## src/rtl/prbs_mon_pkg.sv

```systemverilog
package prbs_mon_pkg;
  localparam int unsigned HIST_W = 20;
  typedef enum logic { LINE_E1 = 1'b0, LINE_T1 = 1'b1 } line_mode_e;
endpackage

```

## src/rtl/prbs_ref.sv

```systemverilog
module prbs_ref
  import prbs_mon_pkg::*;
(
  input  logic clk_i,
  input  logic rst_ni,
  input  logic valid_i,
  input  logic bit_i,
  input  logic mode_i,
  input  logic locked_i,
  output logic err_o
);
  logic [HIST_W-1:0] hist_q;
  logic              pred;

  always_comb begin
    if (mode_i == LINE_T1) pred = hist_q[19] ^ hist_q[16];
    else                   pred = hist_q[14] ^ hist_q[13];
  end

  assign err_o = valid_i & (bit_i ^ pred);

  always_ff @(posedge clk_i or negedge rst_ni) begin
    if (!rst_ni) hist_q <= '0;
    else if (valid_i) hist_q <= {hist_q[HIST_W-2:0], locked_i ? pred : bit_i};
  end

  assert_history_reload_R4: assert property (@(posedge clk_i) disable iff (!rst_ni)
    ($past(rst_ni) && $past(valid_i) && !$past(locked_i)) |-> hist_q[0] == $past(bit_i));
  assert_history_hold_R5: assert property (@(posedge clk_i) disable iff (!rst_ni)
    ($past(rst_ni) && !$past(valid_i)) |-> $stable(hist_q));
endmodule

```

## src/rtl/win_judge.sv

```systemverilog
module win_judge #(
  parameter int unsigned WIN_LEN    = 64,
  parameter int unsigned ERR_THRESH = 6
) (
  input  logic clk_i,
  input  logic rst_ni,
  input  logic valid_i,
  input  logic err_i,
  output logic sync_o
);
  localparam int unsigned BC_W    = $clog2(WIN_LEN);
  localparam int unsigned TALLY_W = $clog2(WIN_LEN + 1);

  logic [BC_W-1:0]    bit_cnt_q;
  logic [TALLY_W-1:0] tally_q, total;
  logic               sync_q, win_end;

  assign win_end = valid_i && (bit_cnt_q == BC_W'(WIN_LEN - 1));
  assign total   = tally_q + TALLY_W'(err_i);

  always_ff @(posedge clk_i or negedge rst_ni) begin
    if (!rst_ni) begin
      bit_cnt_q <= '0;
      tally_q   <= '0;
      sync_q    <= 1'b0;
    end else if (valid_i) begin
      if (win_end) begin
        bit_cnt_q <= '0;
        tally_q   <= '0;
        sync_q    <= (total <= TALLY_W'(ERR_THRESH));
      end else begin
        bit_cnt_q <= bit_cnt_q + 1'b1;
        tally_q   <= total;
      end
    end
  end

  assign sync_o = sync_q;

  assert_tally_bound_R5: assert property (@(posedge clk_i) disable iff (!rst_ni)
    tally_q < TALLY_W'(WIN_LEN));
  assert_sync_at_boundary_R6: assert property (@(posedge clk_i) disable iff (!rst_ni)
    (!$stable(sync_q) && $past(rst_ni)) |-> $past(win_end));
  assert_rise_threshold_R6: assert property (@(posedge clk_i) disable iff (!rst_ni)
    ($rose(sync_q) && $past(rst_ni)) |-> $past(total) <= TALLY_W'(ERR_THRESH));
endmodule

```

## src/rtl/err_accum.sv

```systemverilog
module err_accum #(
  parameter int unsigned CNT_W = 16
) (
  input  logic             clk_i,
  input  logic             rst_ni,
  input  logic             inc_i,
  output logic [CNT_W-1:0] cnt_o
);
  logic [CNT_W-1:0] cnt_q;

  always_ff @(posedge clk_i or negedge rst_ni) begin
    if (!rst_ni) cnt_q <= '0;
    else if (inc_i && cnt_q != {CNT_W{1'b1}}) cnt_q <= cnt_q + 1'b1;
  end

  assign cnt_o = cnt_q;

  assert_cnt_monotonic_R7: assert property (@(posedge clk_i) disable iff (!rst_ni)
    cnt_q >= $past(cnt_q));
  assert_cnt_hold_R7: assert property (@(posedge clk_i) disable iff (!rst_ni)
    ($past(rst_ni) && !$past(inc_i)) |-> $stable(cnt_q));
endmodule

```

## src/rtl/sticky_irq.sv

```systemverilog
module sticky_irq (
  input  logic clk_i,
  input  logic rst_ni,
  input  logic sync_i,
  input  logic edge_mode_i,
  input  logic clr_i,
  output logic flag_o
);
  logic prev_q, flag_q, ev;

  assign ev = edge_mode_i ? (sync_i ^ prev_q) : (sync_i & ~prev_q);

  always_ff @(posedge clk_i or negedge rst_ni) begin
    if (!rst_ni) begin
      prev_q <= 1'b0;
      flag_q <= 1'b0;
    end else begin
      prev_q <= sync_i;
      flag_q <= ev | (flag_q & ~clr_i);
    end
  end

  assign flag_o = flag_q;

  assert_set_priority_R9: assert property (@(posedge clk_i) disable iff (!rst_ni)
    ($past(rst_ni) && $past(ev)) |-> flag_q);
  assert_set_cause_R8: assert property (@(posedge clk_i) disable iff (!rst_ni)
    ($rose(flag_q) && $past(rst_ni)) |-> $past(ev));
  assert_clear_R9: assert property (@(posedge clk_i) disable iff (!rst_ni)
    ($past(rst_ni) && $past(clr_i) && !$past(ev)) |-> !flag_q);
endmodule

```

## src/rtl/prbs_sync_mon.sv

```systemverilog
module prbs_sync_mon #(
  parameter int unsigned WIN_LEN    = 64,
  parameter int unsigned ERR_THRESH = 6,
  parameter int unsigned CNT_W      = 16
) (
  input  logic             clk_i,
  input  logic             rst_ni,
  input  logic             valid_i,
  input  logic             data_i,
  input  logic             mode_i,
  input  logic             inv_i,
  input  logic             edge_mode_i,
  input  logic             mask_i,
  input  logic             clr_i,
  output logic             sync_o,
  output logic [CNT_W-1:0] err_cnt_o,
  output logic             flag_o,
  output logic             irq_o
);
  logic bit_eff, bit_err, sync;

  assign bit_eff = data_i ^ inv_i;

  prbs_ref u_ref (
    .clk_i, .rst_ni, .valid_i, .bit_i(bit_eff), .mode_i,
    .locked_i(sync), .err_o(bit_err)
  );

  win_judge #(.WIN_LEN(WIN_LEN), .ERR_THRESH(ERR_THRESH)) u_judge (
    .clk_i, .rst_ni, .valid_i, .err_i(bit_err), .sync_o(sync)
  );

  err_accum #(.CNT_W(CNT_W)) u_accum (
    .clk_i, .rst_ni, .inc_i(bit_err & sync), .cnt_o(err_cnt_o)
  );

  sticky_irq u_sticky (
    .clk_i, .rst_ni, .sync_i(sync), .edge_mode_i, .clr_i, .flag_o
  );

  assign sync_o = sync;
  assign irq_o  = flag_o & mask_i;

  assert_irq_gate_R10: assert property (@(posedge clk_i) disable iff (!rst_ni)
    !flag_o |-> !irq_o);
endmodule

```

## config.mk

```make
export PLATFORM = sky130hd
export DESIGN_NAME = prbs_sync_mon
export DESIGN_NICKNAME = d
export VERILOG_FILES = /design/src/rtl/prbs_mon_pkg.sv /design/src/rtl/prbs_ref.sv /design/src/rtl/win_judge.sv /design/src/rtl/err_accum.sv /design/src/rtl/sticky_irq.sv /design/src/rtl/prbs_sync_mon.sv
export SDC_FILE = /design/constraint.sdc
export NUM_CORES = 1
export LEC_CHECK = 0
export BUFFER_PORTS_ARGS = -buffer_cell sky130_fd_sc_hd__buf_2
export CORE_ASPECT_RATIO = 0.9
export CORE_MARGIN = 3
export CORE_UTILIZATION = 52
export CTS_CLUSTER_DIAMETER = 60
export CTS_CLUSTER_SIZE = 24
export DETAILED_ROUTE_END_ITERATION = 16
export HOLD_SLACK_MARGIN = 0.02
export MAX_ROUTING_LAYER = met4
export PLACE_DENSITY = 0.75
export SLEW_MARGIN = 10
export SYNTH_ARGS = -nofsm -noshare
export SYNTH_HDL_FRONTEND = slang
export SYNTH_HIERARCHICAL = 1
export SYNTH_SLANG_ARGS = --single-unit
```

## constraint.sdc

```tcl
create_clock -name clk_i -period 2.2 [get_ports clk_i]
set_clock_uncertainty 0.15 [all_clocks]
set_input_delay 0.11 -clock clk_i [delete_from_list [all_inputs] [get_ports clk_i]]
set_output_delay 0.11 -clock clk_i [all_outputs]
set_load 0.02 [all_outputs]
```

After elaboration in Yosys (flattened, before gate mapping)
Cells that the tools add are included.
- add/subtract/negate cells: 3
- reduce and logical (&&, ||, !) cells: 3
- order comparisons: 1
- muxes and demuxes: 5
- eq/ne operators: 2
- bitwise operators: 13
- operators by type and width (cell ; count):
    $add A16 B1 Y16 const B ; 1
    $ne A16 B16 Y1 const B ; 1
    $add A7 B1 Y7 ; 1
    $le A7 B3 Y1 const B ; 1
    $mux W7 ; 1
    $add A6 B1 Y6 const B ; 1
    $eq A6 B6 Y1 const B ; 1
    $mux W6 ; 1
    $and A1 B1 Y1 ; 5
    $xor A1 B1 Y1 ; 5
    $mux W1 ; 3
    $logic_and A1 B1 Y1 ; 2
    $not A1 Y1 ; 2
    $reduce_and A2 Y1 ; 1
    $or A1 B1 Y1 ; 1
- word-level logic and storage cells: 34
- bits of input ports: 9
- output and inout bits: 19
- flip-flop bits (word level): 52

Logic depth before layout (Yosys ltp)
- depth after elaboration: 6
- mapped depth: 10
- mapped depth without buffers: 9

By module
The synthesis kept the hierarchy.
- modules (own cells, without submodules) (module ; times used ; cells each ; area each (um2) ; sequential area each (um2)):
    err_accum ; 1 ; 72 ; 859.6 ; 400.4
    prbs_ref ; 1 ; 52 ; 839.6 ; 500.5
    win_judge ; 1 ; 74 ; 740.7 ; 350.3
    sticky_irq ; 1 ; 8 ; 92.6 ; 50.0
    prbs_sync_mon ; 1 ; 3 ; 21.3 ; 0.0

Least setup slack after synthesis
Ideal clock, no wire load.
- path kind: register to register
- from: register u_ref.hist_q[16]
- to: register u_accum.cnt_q[5] (netlist: u_accum/cnt_o[5])
- cell stages (with the launch flop): 9
- path slack: 0.085 ns
- buffers on the path: 0
- arrival time: 1.846 ns
- setup time: 0.119 ns
- data required time: 1.931 ns
- period minus slack after synthesis: 2.115 ns
- path through: dfrtp_1 xnor2_1 mux2i_1 mux2i_1 and2_1 and3_1 and4_2 o211ai_1 o21a_1
- cells in the longest elaborated chain, start to end: 6
- ends and longest elaborated chain (element ; RTL line ; source):
    from (decl) ; prbs_ref.sv:12 ; logic [HIST_W-1:0] hist_q;
    from (signal assigned) ; prbs_ref.sv:24 ; else if (valid_i) hist_q <= {hist_q[HIST_W-2:0], locked_i ? pred : bit_i};
    $xor A1 B1 Y1 ; prbs_ref.sv:16 ; if (mode_i == LINE_T1) pred = hist_q[19] ^ hist_q[16];
    $mux W1 ; prbs_ref.sv:16 ;
    $xor A1 B1 Y1 ; prbs_ref.sv:20 ; assign err_o = valid_i & (bit_i ^ pred);
    $and A1 B1 Y1 ; prbs_ref.sv:20 ;
    via bit_err ; prbs_sync_mon.sv:20 ; logic bit_eff, bit_err, sync;
    $and A1 B1 Y1 ; prbs_sync_mon.sv:34 ; .clk_i, .rst_ni, .inc_i(bit_err & sync), .cnt_o(err_cnt_o)
    $logic_and A1 B1 Y1 ; err_accum.sv:13 ; else if (inc_i && cnt_q != {CNT_W{1'b1}}) cnt_q <= cnt_q + 1'b1;
    to (signal assigned) ; err_accum.sv:13 ;
    to (decl) ; err_accum.sv:9 ; logic [CNT_W-1:0] cnt_q;
The timed path passes the listed nets, and every way through them passes these cells.
A chain may end at the register's enable or synchronous reset.

Final worst setup path
- from: register u_ref.hist_q[16]
- to: register u_judge.sync_q (netlist: u_judge/sync_o)
- cells in the longest elaborated chain, start to end: 6
- ends and longest elaborated chain (element ; RTL line ; source):
    $xor A1 B1 Y1 ; prbs_ref.sv:16 ;
    $mux W1 ; prbs_ref.sv:16 ;
    $xor A1 B1 Y1 ; prbs_ref.sv:20 ;
    $and A1 B1 Y1 ; prbs_ref.sv:20 ;
    via bit_err ; prbs_sync_mon.sv:20 ;
    $add A7 B1 Y7 ; win_judge.sv:19 ; assign total = tally_q + TALLY_W'(err_i);
    $le A7 B3 Y1 ; win_judge.sv:30 ; sync_q <= (total <= TALLY_W'(ERR_THRESH));
    to (signal assigned) ; win_judge.sv:30 ;
    to (decl) ; win_judge.sv:16 ; logic sync_q, win_end;
The timed path passes the listed nets, and every way through them passes these cells.

==> metrics.md <==
| Metric | Value |
|---|---|
| Via Count | 1734 |
| HP Start | valid_i |
| Mux contribution to synthesized area | 0.119 |
| Port Buf Inserts | 27 |
| Routed wl met3 | approximately 170 um |
| Top routing layer used | met4 |
| Critical path arrival | 2.30 ns |
| Share of post-route cells with drive strength above 1 | 0.353 |
| Tot Pwr | 2.67 mW |
| Setup WS pre-CTS | -0.0421 ns |
| Syn-to-layout area delta | 18.9% |
| Multi-input gate area in the final layout | roughly 0.0012 mm2 |
| Slew margin rel. | 0.579 |
| PD cells | 880 mW/mm2 |
| Hold Path Sink | u_ref/hist_q[15] |
| Synth cell types | 47 |
| Net count reported at finish | between 200 and 300 |
| Reg2reg path depth | 9 |
| Met2 wire len | 1970 um |
| Main synth FF type | dfrtp_1 |
| # DRC | 0 |
| DRT Wirelength | about 4500 um |
| Die area | 0.00579 mm2 |
| Status | complete, but fails checks |
| Cells after synthesis | 209 |
| TNS Setup | -0.0240 ns |
| Final setup margin | -0.0240 ns |
| MaxCap Viol Count | 0 |
| GP Congestion | 0.864 |
| Adder and majority cell fraction of the synthesized area | 0.0245 |
| Worst R2R Setup Slack | -0.02 ns |
| Sequential share of the synthesized area | 0.510 |
| Synth Area in Compound Gates | 0.0853 |
| Worst-path maximum fanout | 5 |
| Top Ports | 28 |
| Synth cell count leaders | dfrtp_1 (52), mux2_2 (17), nand3_1 (12), xnor2_1 (12), nand4_1 (11) |
| DIE HEIGHT | 72.5 um |
| Post-Syn Nets | 223 |
| Reg-to-reg endpoint | u_judge/sync_o |
| Cell Area, Placed | 0.00279 mm2 |
| GRT overflow | 0 |
| Synth Register Bits | 52 |
| Mean Syn Cell Area | 12.2 um2 |
| Die span in x | between 70 and 80 um |
| Fmax | 450 MHz |
| Final Critical Period | 2.22 ns |
| Worst endpoint required time | about 2.3 ns |
| Setup repair after global routing missed its margin | yes |
| Routed vias/inst | 5.42 |
| Fillers | 354 |
| Register Area | 0.00130 mm2 |
| Clock root buffer | clkbuf_8 |
| Clock latency on the worst-skew pair | approximately 0.3 ns |
| Initial Util | 0.555 |
| ANT nets after route | 0 |
| Top-area cell type share of the netlist area | 0.510 |
| Hold Path Class | in -> reg |
| WL met1 | 2290 um |
| Hold Crit Depth | 2 |
| Final period utilization | 1.01 |
| Leakage | 1.49 nW |
| Count leader, synth | dfrtp_1 |
| CP startpoint kind | flop |
| Clock sinks | 52 |
| Synth Warn # | 6 |
| Design area | between 0.003 and 0.004 mm2 |
| Vias in the first global route | 1602 |
| Max-slew violations | 0 |
| Worst r2r src | u_ref/hist_q[16] |
| Final Hold Viols | 0 |
| WHS | 0.128 ns |
| Worst-Margin Slew | 0.631 ns |
| Worst-path clk slew | approximately 0.090 ns |
| Area leader, netlist | dfrtp_1 |
| Synth area leaders | dfrtp_1 (51%), mux2_2 (7.5%), xnor2_1 (4.1%), nand4_1 (2.7%), ha_1 (2.4%) |
| Mapped cell area | 0.00255 mm2 |
| CTS buffer count | 5 |
| TritonCTS clock tree | built |
| Clock Tree Buf Depth | 2 |
| DR WL/cell | 14.0 um |
| Largest family of logic cells by synthesized area | simple AND/OR/NAND/NOR gates |
| Failing checks | negative setup slack |
| H-tree depth | 2 |
| Largest net degree at the start of global routing | 53 |
| Area share of xor/xnor cells in the synthesized design | 0.0583 |
| Post-Synth Simple-Gate Area | 0.170 |
| Setup violators final | 1 |
| CP Capture Type | flop |
| EDFF count, synth | 0 |
| Detailed-placement wirelength estimate | around 3100 um |
| Maximum VDD drop | 0.651 mV |
| Core area | 0.00460 mm2 |
| Total Routing Usage GR | 0.173 |
| Initial antenna violation count | 0 |
| DRT iter0 DRCs | 70 |
| Row cnt | 23 |
| Asr flop ratio synth | 1.00 |
| TritonRoute pass-1 iters | 4 |
| WS Path Type | reg -> reg |
| First-pass GRT wire length | ~7500 um |
| Ant. Diodes | 0 |
-- sequential cells by signal, summed over array words and instances (netlist names) --
name               count
u_ref/hist_q          20
u_judge/bit_cnt_q      6
u_accum/cnt_o         16
u_sticky/prev_q        1
u_judge/tally_q        7
u_sticky/flag_o        1
u_judge/sync_o         1
-- layer usage --
metal / vias up / GRT usage
li1: 860 / -
met1: 837 / 0.250
met2: 32 / 0.244
met3: 5 / 0.0372
met4: 0 / 0.0563
met5: - / -
-- worst max-delay path: stages, from the launching register on --
cell     delay (ns)
dfrtp_1        0.40
xnor2_1        0.14
mux2i_1        0.22
mux2i_1        0.27
ha_2           0.24
ha_4           0.18
nand3_4        0.08
xnor2_2        0.20
nand4_1        0.13
o21ai_1        0.15
-- layout by cell type, fill, tap and decap left out, types with 2 or more instances in the layout --
cell           netlist  routed
a21oi_1              4       4
a31oi_1              3       3
and2_1               4       3
and3_1               4       3
and4_1               2       2
and4_4               1       2
buf_2                0      27
buf_4                2      17
clkbuf_8             0       5
dfrtp_1             52      52
dlygate4sd3_1        0       3
ha_1                 5       3
inv_1                8       8
mux2_2              17      17
mux2_4               4       4
mux2i_1              4       4
nand2_1             10       9
nand2b_1             2       2
nand3_1             12      11
nand3_4              1       2
nand4_1             11      11
nor2_1               7       7
nor4_4               2       2
o21a_1               5       5
o21ai_0              6       6
o22ai_1              3       3
xnor2_1             12      11
xor2_1               5       5
-- area by class of cell --
class                      count  share of cell area
inverter                       8             0.00989
multi-input combinational    143               0.403
timing repair buffer          47              0.0964
sequential                    52               0.429
tap                           62              0.0255
clock buffer                   5              0.0227
clock inverter                 3              0.0140
-- timing repair --
item | CTS | global route
pin swaps | 0 | 9
setup endpoints to repair | 6 | 18
resized for setup | 3 | 9
hold endpoints to repair | 53 | 0
hold buffers | 3 | 0
gates cloned | 0 | 0
setup buffers | 0 | 6
-- cells by family after synthesis --
group / count (synthesis)
xor gates and xnor gates: 17
buffers and inverters: 14
AOI/OAI and AO/OA: 30
muxes: 26
DFF: 52
and+or+nand+nor: 65
adders and majority gates: 5
-- stage by stage --
step | cells | util
6_report | 320 | 0.660
4_1_cts | 314 | 0.640
5_1_grt | 320 | 0.660
2_1_floorplan | 209 | -
3_5_place_dp | 303 | 0.607
3_3_place_gp | 303 | 0.607
-- power breakdown --
| group | internal, mW | leakage (nW) | switching [mW] |
|---|---|---|---|
| logic | 0.397 | 0.762 | 0.249 |
| clock network | 0.337 | 0.0541 | 0.310 |
| registers | 1.20 | 0.669 | 0.182 |
-- worst max-delay path by stage --
stage,from,endpoint,cells past startpoint,slack [ns]
after CTS,u_ref/hist_q[16],u_judge/tally_q[5],8,-0.02
after floorplan,u_ref/hist_q[16],u_accum/cnt_o[5],8,0.09
after global routing,u_ref/hist_q[19],u_judge/sync_o,9,-0.15
final,u_ref/hist_q[16],u_judge/sync_o,9,-0.02
after detailed placement,u_ref/hist_q[16],u_judge/sync_o,9,-0.04
after global placement,u_ref/hist_q[16],u_judge/sync_o,9,0.05
Note: power is estimated with default switching activity, not from simulation.
